<file path="src/rtl/mlu_pkg.sv">
package mlu_pkg;

    typedef enum logic [2:0] {
        OP_MUL_LO    = 3'd0,
        OP_MAC_LO    = 3'd1,
        OP_RSV_2     = 3'd2,
        OP_RSV_3     = 3'd3,
        OP_UMUL_WIDE = 3'd4,
        OP_RSV_5     = 3'd5,
        OP_SMUL_WIDE = 3'd6,
        OP_UMAC_WIDE = 3'd7
    } mlu_op_e;

    // State captured with an accepted operation
    typedef struct packed {
        mlu_op_e op;
        logic    flip;   // negate the magnitude product at the end
        logic    cin;
        logic    vin;
    } mlu_job_t;

    // Flag bundle written with every completion
    typedef struct packed {
        logic c;
        logic v;
        logic n;
        logic z;
        logic undef;
    } mlu_flags_t;

    function automatic logic op_is_wide(mlu_op_e op);
        return (op == OP_UMUL_WIDE) || (op == OP_SMUL_WIDE) || (op == OP_UMAC_WIDE);
    endfunction

    function automatic logic op_is_signed(mlu_op_e op);
        return op == OP_SMUL_WIDE;
    endfunction

    function automatic logic op_is_undef(mlu_op_e op);
        return (op == OP_RSV_2) || (op == OP_RSV_3) || (op == OP_RSV_5);
    endfunction

endpackage

</file>
<file path="src/rtl/mlu_prep.sv">
module mlu_prep
    import mlu_pkg::*;
#(
    parameter int W = 32
) (
    input  mlu_op_e          op,
    input  logic [W-1:0]     a,
    input  logic [W-1:0]     b,
    input  logic [W-1:0]     add_lo,
    input  logic [W-1:0]     add_hi,
    output logic [W-1:0]     mcand,
    output logic [W-1:0]     mplier,
    output logic [2*W-1:0]   acc_init,
    output logic             flip
);
    logic sgn;
    assign sgn = op_is_signed(op);

    always_comb begin
        // Signed mode works on magnitudes; the most negative value maps to 2^(W-1)
        mcand  = (sgn && a[W-1]) ? (~a + 1'b1) : a;
        mplier = (sgn && b[W-1]) ? (~b + 1'b1) : b;
        flip   = sgn && (a[W-1] ^ b[W-1]);
        unique case (op)
            OP_MAC_LO:    acc_init = {{W{1'b0}}, add_lo};
            OP_UMAC_WIDE: acc_init = {add_hi, add_lo};
            default:      acc_init = '0;
        endcase
    end
endmodule

</file>
<file path="src/rtl/mlu_shift_add.sv">
module mlu_shift_add #(
    parameter int W = 32
) (
    input  logic             clk,
    input  logic             rst,
    input  logic             load,
    input  logic             step,
    input  logic [W-1:0]     mcand_in,
    input  logic [W-1:0]     mplier_in,
    input  logic [2*W-1:0]   acc_init,
    output logic [2*W-1:0]   prod_next
);
    localparam int PW = 2 * W;

    logic [PW-1:0] part_q;
    logic [PW-1:0] mcand_q;
    logic [W-1:0]  mplier_q;

    // Sum after retiring the current multiplier bit
    assign prod_next = part_q + (mplier_q[0] ? mcand_q : '0);

    always_ff @(posedge clk) begin
        if (rst) begin
            part_q   <= '0;
            mcand_q  <= '0;
            mplier_q <= '0;
        end else if (load) begin
            part_q   <= acc_init;
            mcand_q  <= {{W{1'b0}}, mcand_in};
            mplier_q <= mplier_in;
        end else if (step) begin
            part_q   <= prod_next;
            mcand_q  <= mcand_q << 1;
            mplier_q <= mplier_q >> 1;
        end
    end
endmodule

</file>
<file path="src/rtl/mlu_finish.sv">
module mlu_finish
    import mlu_pkg::*;
#(
    parameter int W = 32
) (
    input  mlu_job_t         job,
    input  logic [2*W-1:0]   prod,
    output logic [W-1:0]     lo,
    output logic [W-1:0]     hi,
    output mlu_flags_t       flags
);
    localparam int PW = 2 * W;

    logic [PW-1:0] full;
    logic          wide;

    assign full = job.flip ? (~prod + 1'b1) : prod;
    assign wide = op_is_wide(job.op);

    always_comb begin
        lo          = full[W-1:0];
        hi          = wide ? full[PW-1:W] : '0;
        flags.undef = 1'b0;
        if (wide) begin
            flags.c = 1'b1;
            flags.v = 1'b1;
            flags.n = full[PW-1];
            flags.z = (full == '0);
        end else begin
            flags.c = job.cin;
            flags.v = job.vin;
            flags.n = full[W-1];
            flags.z = (full[W-1:0] == '0);
        end
    end
endmodule

</file>
<file path="src/rtl/mul_long_unit.sv">
module mul_long_unit
    import mlu_pkg::*;
#(
    parameter int W = 32
) (
    input  logic          clk,
    input  logic          rst,
    input  logic          start,
    input  logic [2:0]    opcode,
    input  logic [W-1:0]  op_a,
    input  logic [W-1:0]  op_b,
    input  logic [W-1:0]  acc_lo,
    input  logic [W-1:0]  acc_hi,
    input  logic          carry_in,
    input  logic          ovf_in,
    output logic          busy,
    output logic          done,
    output logic [W-1:0]  res_lo,
    output logic [W-1:0]  res_hi,
    output logic          carry_out,
    output logic          ovf_out,
    output logic          neg_out,
    output logic          zero_out,
    output logic          undef_out
);
    localparam int PW = 2 * W;
    localparam int CW = $clog2(W);
    localparam logic [CW-1:0] LAST = CW'(W - 1);

    typedef enum logic {ST_IDLE, ST_RUN} st_e;

    st_e           st_q;
    logic [CW-1:0] cnt_q;
    mlu_job_t      job_q;
    mlu_flags_t    flg_q;
    logic [W-1:0]  lo_q, hi_q;
    logic          done_q;

    mlu_op_e        op_in;
    logic           accept;
    logic           run;
    logic [W-1:0]   mcand, mplier;
    logic [PW-1:0]  acc_init, prod_next;
    logic           flip;
    logic [W-1:0]   fin_lo, fin_hi;
    mlu_flags_t     fin_flags;

    assign op_in  = mlu_op_e'(opcode);
    assign accept = (st_q == ST_IDLE) && start;
    assign run    = (st_q == ST_RUN);

    mlu_prep #(.W(W)) prep_i (
        .op       (op_in),
        .a        (op_a),
        .b        (op_b),
        .add_lo   (acc_lo),
        .add_hi   (acc_hi),
        .mcand    (mcand),
        .mplier   (mplier),
        .acc_init (acc_init),
        .flip     (flip)
    );

    mlu_shift_add #(.W(W)) eng_i (
        .clk       (clk),
        .rst       (rst),
        .load      (accept),
        .step      (run),
        .mcand_in  (mcand),
        .mplier_in (mplier),
        .acc_init  (acc_init),
        .prod_next (prod_next)
    );

    mlu_finish #(.W(W)) fin_i (
        .job   (job_q),
        .prod  (prod_next),
        .lo    (fin_lo),
        .hi    (fin_hi),
        .flags (fin_flags)
    );

    always_ff @(posedge clk) begin
        if (rst) begin
            st_q   <= ST_IDLE;
            cnt_q  <= '0;
            job_q  <= '0;
            flg_q  <= '0;
            lo_q   <= '0;
            hi_q   <= '0;
            done_q <= 1'b0;
        end else begin
            done_q <= 1'b0;
            if (accept) begin
                job_q <= '{op: op_in, flip: flip, cin: carry_in, vin: ovf_in};
                cnt_q <= '0;
                if (op_is_undef(op_in)) begin
                    lo_q   <= '0;
                    hi_q   <= '0;
                    flg_q  <= '{c: carry_in, v: ovf_in, n: 1'b0, z: 1'b1, undef: 1'b1};
                    done_q <= 1'b1;
                end else begin
                    st_q <= ST_RUN;
                end
            end else if (run) begin
                cnt_q <= cnt_q + 1'b1;
                if (cnt_q == LAST) begin
                    lo_q   <= fin_lo;
                    hi_q   <= fin_hi;
                    flg_q  <= fin_flags;
                    done_q <= 1'b1;
                    st_q   <= ST_IDLE;
                end
            end
        end
    end

    assign busy      = run;
    assign done      = done_q;
    assign res_lo    = lo_q;
    assign res_hi    = hi_q;
    assign carry_out = flg_q.c;
    assign ovf_out   = flg_q.v;
    assign neg_out   = flg_q.n;
    assign zero_out  = flg_q.z;
    assign undef_out = flg_q.undef;
endmodule

</file>
<file path="config.mk">
export PLATFORM = sky130hd
export DESIGN_NAME = mul_long_unit
export DESIGN_NICKNAME = d
export VERILOG_FILES = /design/src/rtl/mlu_pkg.sv /design/src/rtl/mlu_prep.sv /design/src/rtl/mlu_shift_add.sv /design/src/rtl/mlu_finish.sv /design/src/rtl/mul_long_unit.sv
export SDC_FILE = /design/constraint.sdc
export NUM_CORES = 1
export LEC_CHECK = 0
export BUFFER_PORTS_ARGS = -buffer_cell sky130_fd_sc_hd__buf_2
export CAP_MARGIN = 40
export CORE_ASPECT_RATIO = 1.75
export CORE_MARGIN = 4
export CORE_UTILIZATION = 55
export DETAILED_ROUTE_END_ITERATION = 10
export PLACE_DENSITY = 0.75
export SLEW_MARGIN = 20
export SYNTH_ARGS = -nofsm -noshare
export SYNTH_HDL_FRONTEND = slang
export SYNTH_SLANG_ARGS = --single-unit
</file>
<file path="constraint.sdc">
create_clock -name clk -period 6.8 [get_ports clk]
set_clock_uncertainty 0.05 [all_clocks]
set_input_delay 1.7 -clock clk [delete_from_list [all_inputs] [get_ports clk]]
set_output_delay 1.7 -clock clk [all_outputs]
set_load 0.1 [all_outputs]
</file>
==> results.toml <==
[placed_design]
port_buffers = 206
post-dp-hpwl_mm = 54.32
place_congestion = 1.085
preCtsSetupSlack_ps = 930.2

[logic_synthesis]
netlist_instances = 2366
syn_area_um2 = 17520
async_flop_share_pct = 0
synth_nets = 2571
ys_ff_latch = 242
synth-edff-count = 0
synth.avg_cell_area_um2 = 7.403
ys.flop_type = "dfxtp_1"
ys_warn_count = 0
ys_seq_area_share_pct = 27.66
ys_types = 80

[critical_path]
worstPathArrival_ps = 6590
start_kind = "flop"
criticalPathCategory = "reg2reg"
timing.rr.start = "eng_i.mplier_q[0]"
crit_fanout = 49
cp_data_required_time_ps = 7260
rrSetupSlack_ps = 670
end_kind = "flop"
crit_path_start = "eng_i.mplier_q[0]"

[timing]
final_max_slew_viol_count = 0
relSlewSlack_pct = 27.78
setup_slack_ps = 665.4
tightest_slew_ps = 1083
finalCritPeriodShare_pct = 90.21
layout_min_cycle_time_ps = 6135
fin_setup_tns_ps = 0
fmax_ghz = 0.1630
rsz0062_at_grt = "no"
report.final.setup_viol = 0
hold_violations = 0

[floorplan]
die_h_um = 244.1
die_x_um = 142.9
core-area_um2 = 31420
start_util_pct = 55.75
fp-row-count = 86
die_area_um2 = 34880
io_pins = 207

[grt]
antenna_found_initial = 2
grtUsageTotal_pct = 39.05
grt_pass1_vias = 19170
grt_max_degree = 116
grt_pass1_wl_mm = 105.8
grt.overflow.total = 0

[cts]
clk_pin_slew_worst_paths_ps = 80
cts_max_level = 1
clock_latency_ps = 570
root_buffer = "clkbuf_16"
cts_setup_buffers = 0
holdBufCountCts = 0
cts_buffers = 24
cts_sinks = 242
clock_path_buffers = 3
cts_resized = 0
cts_tree = "yes"

[routing]
drtAntennaViolNets = 0
via_per_inst = 6.611
firstDrtPassIters = 9
vias = 19190
drt_iter0_drc = 1491
drt_wl_total_mm = 70.27
routedWlPerCell_um = 24.20
drcViolationCount = 0

[min_path]
hold_start = "res_lo[2]"
worst_hold_path_type = "reg2reg"

[power]
p_per_area_nw_per_um2 = 182.0
peakVddDrop_v = 0.0002604
p_leak_uw = 0.007888

[cells_and_area]
nets = 2695
syn_to_final_growth_pct = 13.06
diodes = 0
drive_above_1_share_pct = 13.60

[outcome]
status = "complete, no violations"

[job]
timing.max_cap.violations = 0
==> worst paths after layout <==
path                                  end  cells after the start
worst max-delay path             zero_out                     17
worst max register to register   zero_out                     17
worst min register to register  res_lo[2]                      2
worst min-delay path            res_lo[2]                      2
==> worst max-delay path, stage by stage (launching register included) <==
cell and delay (ps):
dfxtp_1 310, buf_4 380, and2_1 210, ha_1 340, a21oi_1 550, o21ai_1 320, a221oi_2 540, o21ai_1 140
nor2_1 360, xor2_1 520, and4_1 390, nand2_1 160, or4_1 630, nor3b_1 180, nor4_1 320, nand4_1 150
nor4_1 310, a31o_1 190
==> Yosys cell counts, types with 30 or more instances <==
| library cell | count | area share [%] |
|---|---|---|
| nor3_1 | 55 | 1.6 |
| nor2_1 | 410 | 8.8 |
| a222oi_1 | 58 | 3.3 |
| inv_1 | 38 | 0.81 |
| nand3_1 | 46 | 1.3 |
| a31oi_1 | 30 | 1.1 |
| a21oi_1 | 221 | 6.3 |
| mux2i_1 | 41 | 2.3 |
| and2_1 | 82 | 2.9 |
| nand4_1 | 49 | 1.8 |
| dfxtp_1 | 242 | 28 |
| a211oi_1 | 62 | 2.7 |
| xor2_1 | 59 | 3.0 |
| ha_1 | 68 | 4.9 |
| clkbuf_1 | 131 | 2.8 |
| nand2_1 | 184 | 3.9 |
| o21ai_0 | 91 | 2.6 |
| xnor2_1 | 91 | 4.6 |
| a22oi_1 | 30 | 1.3 |
==> cells in the final DEF (no fill, tap or decap), drive strengths merged, types with 24 or more instances in the layout <==
cell,netlist,layout
nor2,410,410
mux2i,41,41
o31ai,26,26
buf,31,259
a31oi,30,30
nand4,49,49
xnor2,91,91
a21oi,225,225
or3,24,24
a222oi,58,58
inv,38,40
a211oi,64,64
dfxtp,242,242
and2,82,82
xor2,59,59
clkbuf,131,31
nand3,46,46
nor3,55,55
a22oi,30,30
nor4,24,24
nand2,184,184
ha,68,68
o21ai,107,107
==> per-stage QoR <==
step | utilization [%] | cells | cell area (µm²) | total power (µW) | hold WS (ps)
2_1_floorplan | - | 2366 | 17520 | 1967 | 382.8
3_3_place_gp | 59.60 | 2843 | 18730 | 2164 | 387.6
3_5_place_dp | 60.18 | 2855 | 18910 | 2193 | 400.5
4_1_cts | 62.75 | 2898 | 19720 | 3581 | 417.0
5_1_grt | 63.03 | 2903 | 19800 | 3721 | 430.8
6_report | 63.03 | 2903 | 19800 | 3604 | 419.4
==> sequential cells by signal (all words and copies together), names as in the netlist <==
name	flops
busy	1
undef_out	1
zero_out	1
eng_i.mplier_q	32
done	1
eng_i.mcand_q	64
res_lo	32
carry_out	1
job_q	6
eng_i.part_q	64
ovf_out	1
neg_out	1
res_hi	32
cnt_q	5
==> cells by family after synthesis <==
kind of cell / after synthesis / synth area share (%)
multiplexers: 42 / 2.407
buffers and inverters: 200 / 4.479
adder cells (fa/ha/maj): 69 / 4.972
XOR/XNOR: 150 / 7.501
AO/OA/AOI/OAI: 701 / 27.14
AND/OR/NAND/NOR: 962 / 25.84
flip-flops: 242 / 27.66
==> cell type report <==
cell class | count | area (µm²)
sequential | 242 | 4848
timing repair buffer | 260 | 1582
fill | 2832 | 11620
clock inverter | 13 | 143.9
inverter | 38 | 142.6
tap | 396 | 495.5
multi-input combinational | 1924 | 11930
clock buffer | 30 | 663.1
==> power breakdown <==
part	switching, µW	leakage (µW)	internal, µW
clock network	639	0.000399	775
logic	444	0.00552	233
registers	48.3	0.00197	1470
total	1130	0.00789	2470
==> per-layer routing <==
metal  track usage (%)  vias to the layer above  wire [µm]
met5                 0                        -          0
met4             38.36                        0       8469
met3             5.968                      338       3966
met2             70.39                      832      35850
met1             35.62                     9084      21980
li1                  -                     8939          -
(Power assumes the default switching activity.)
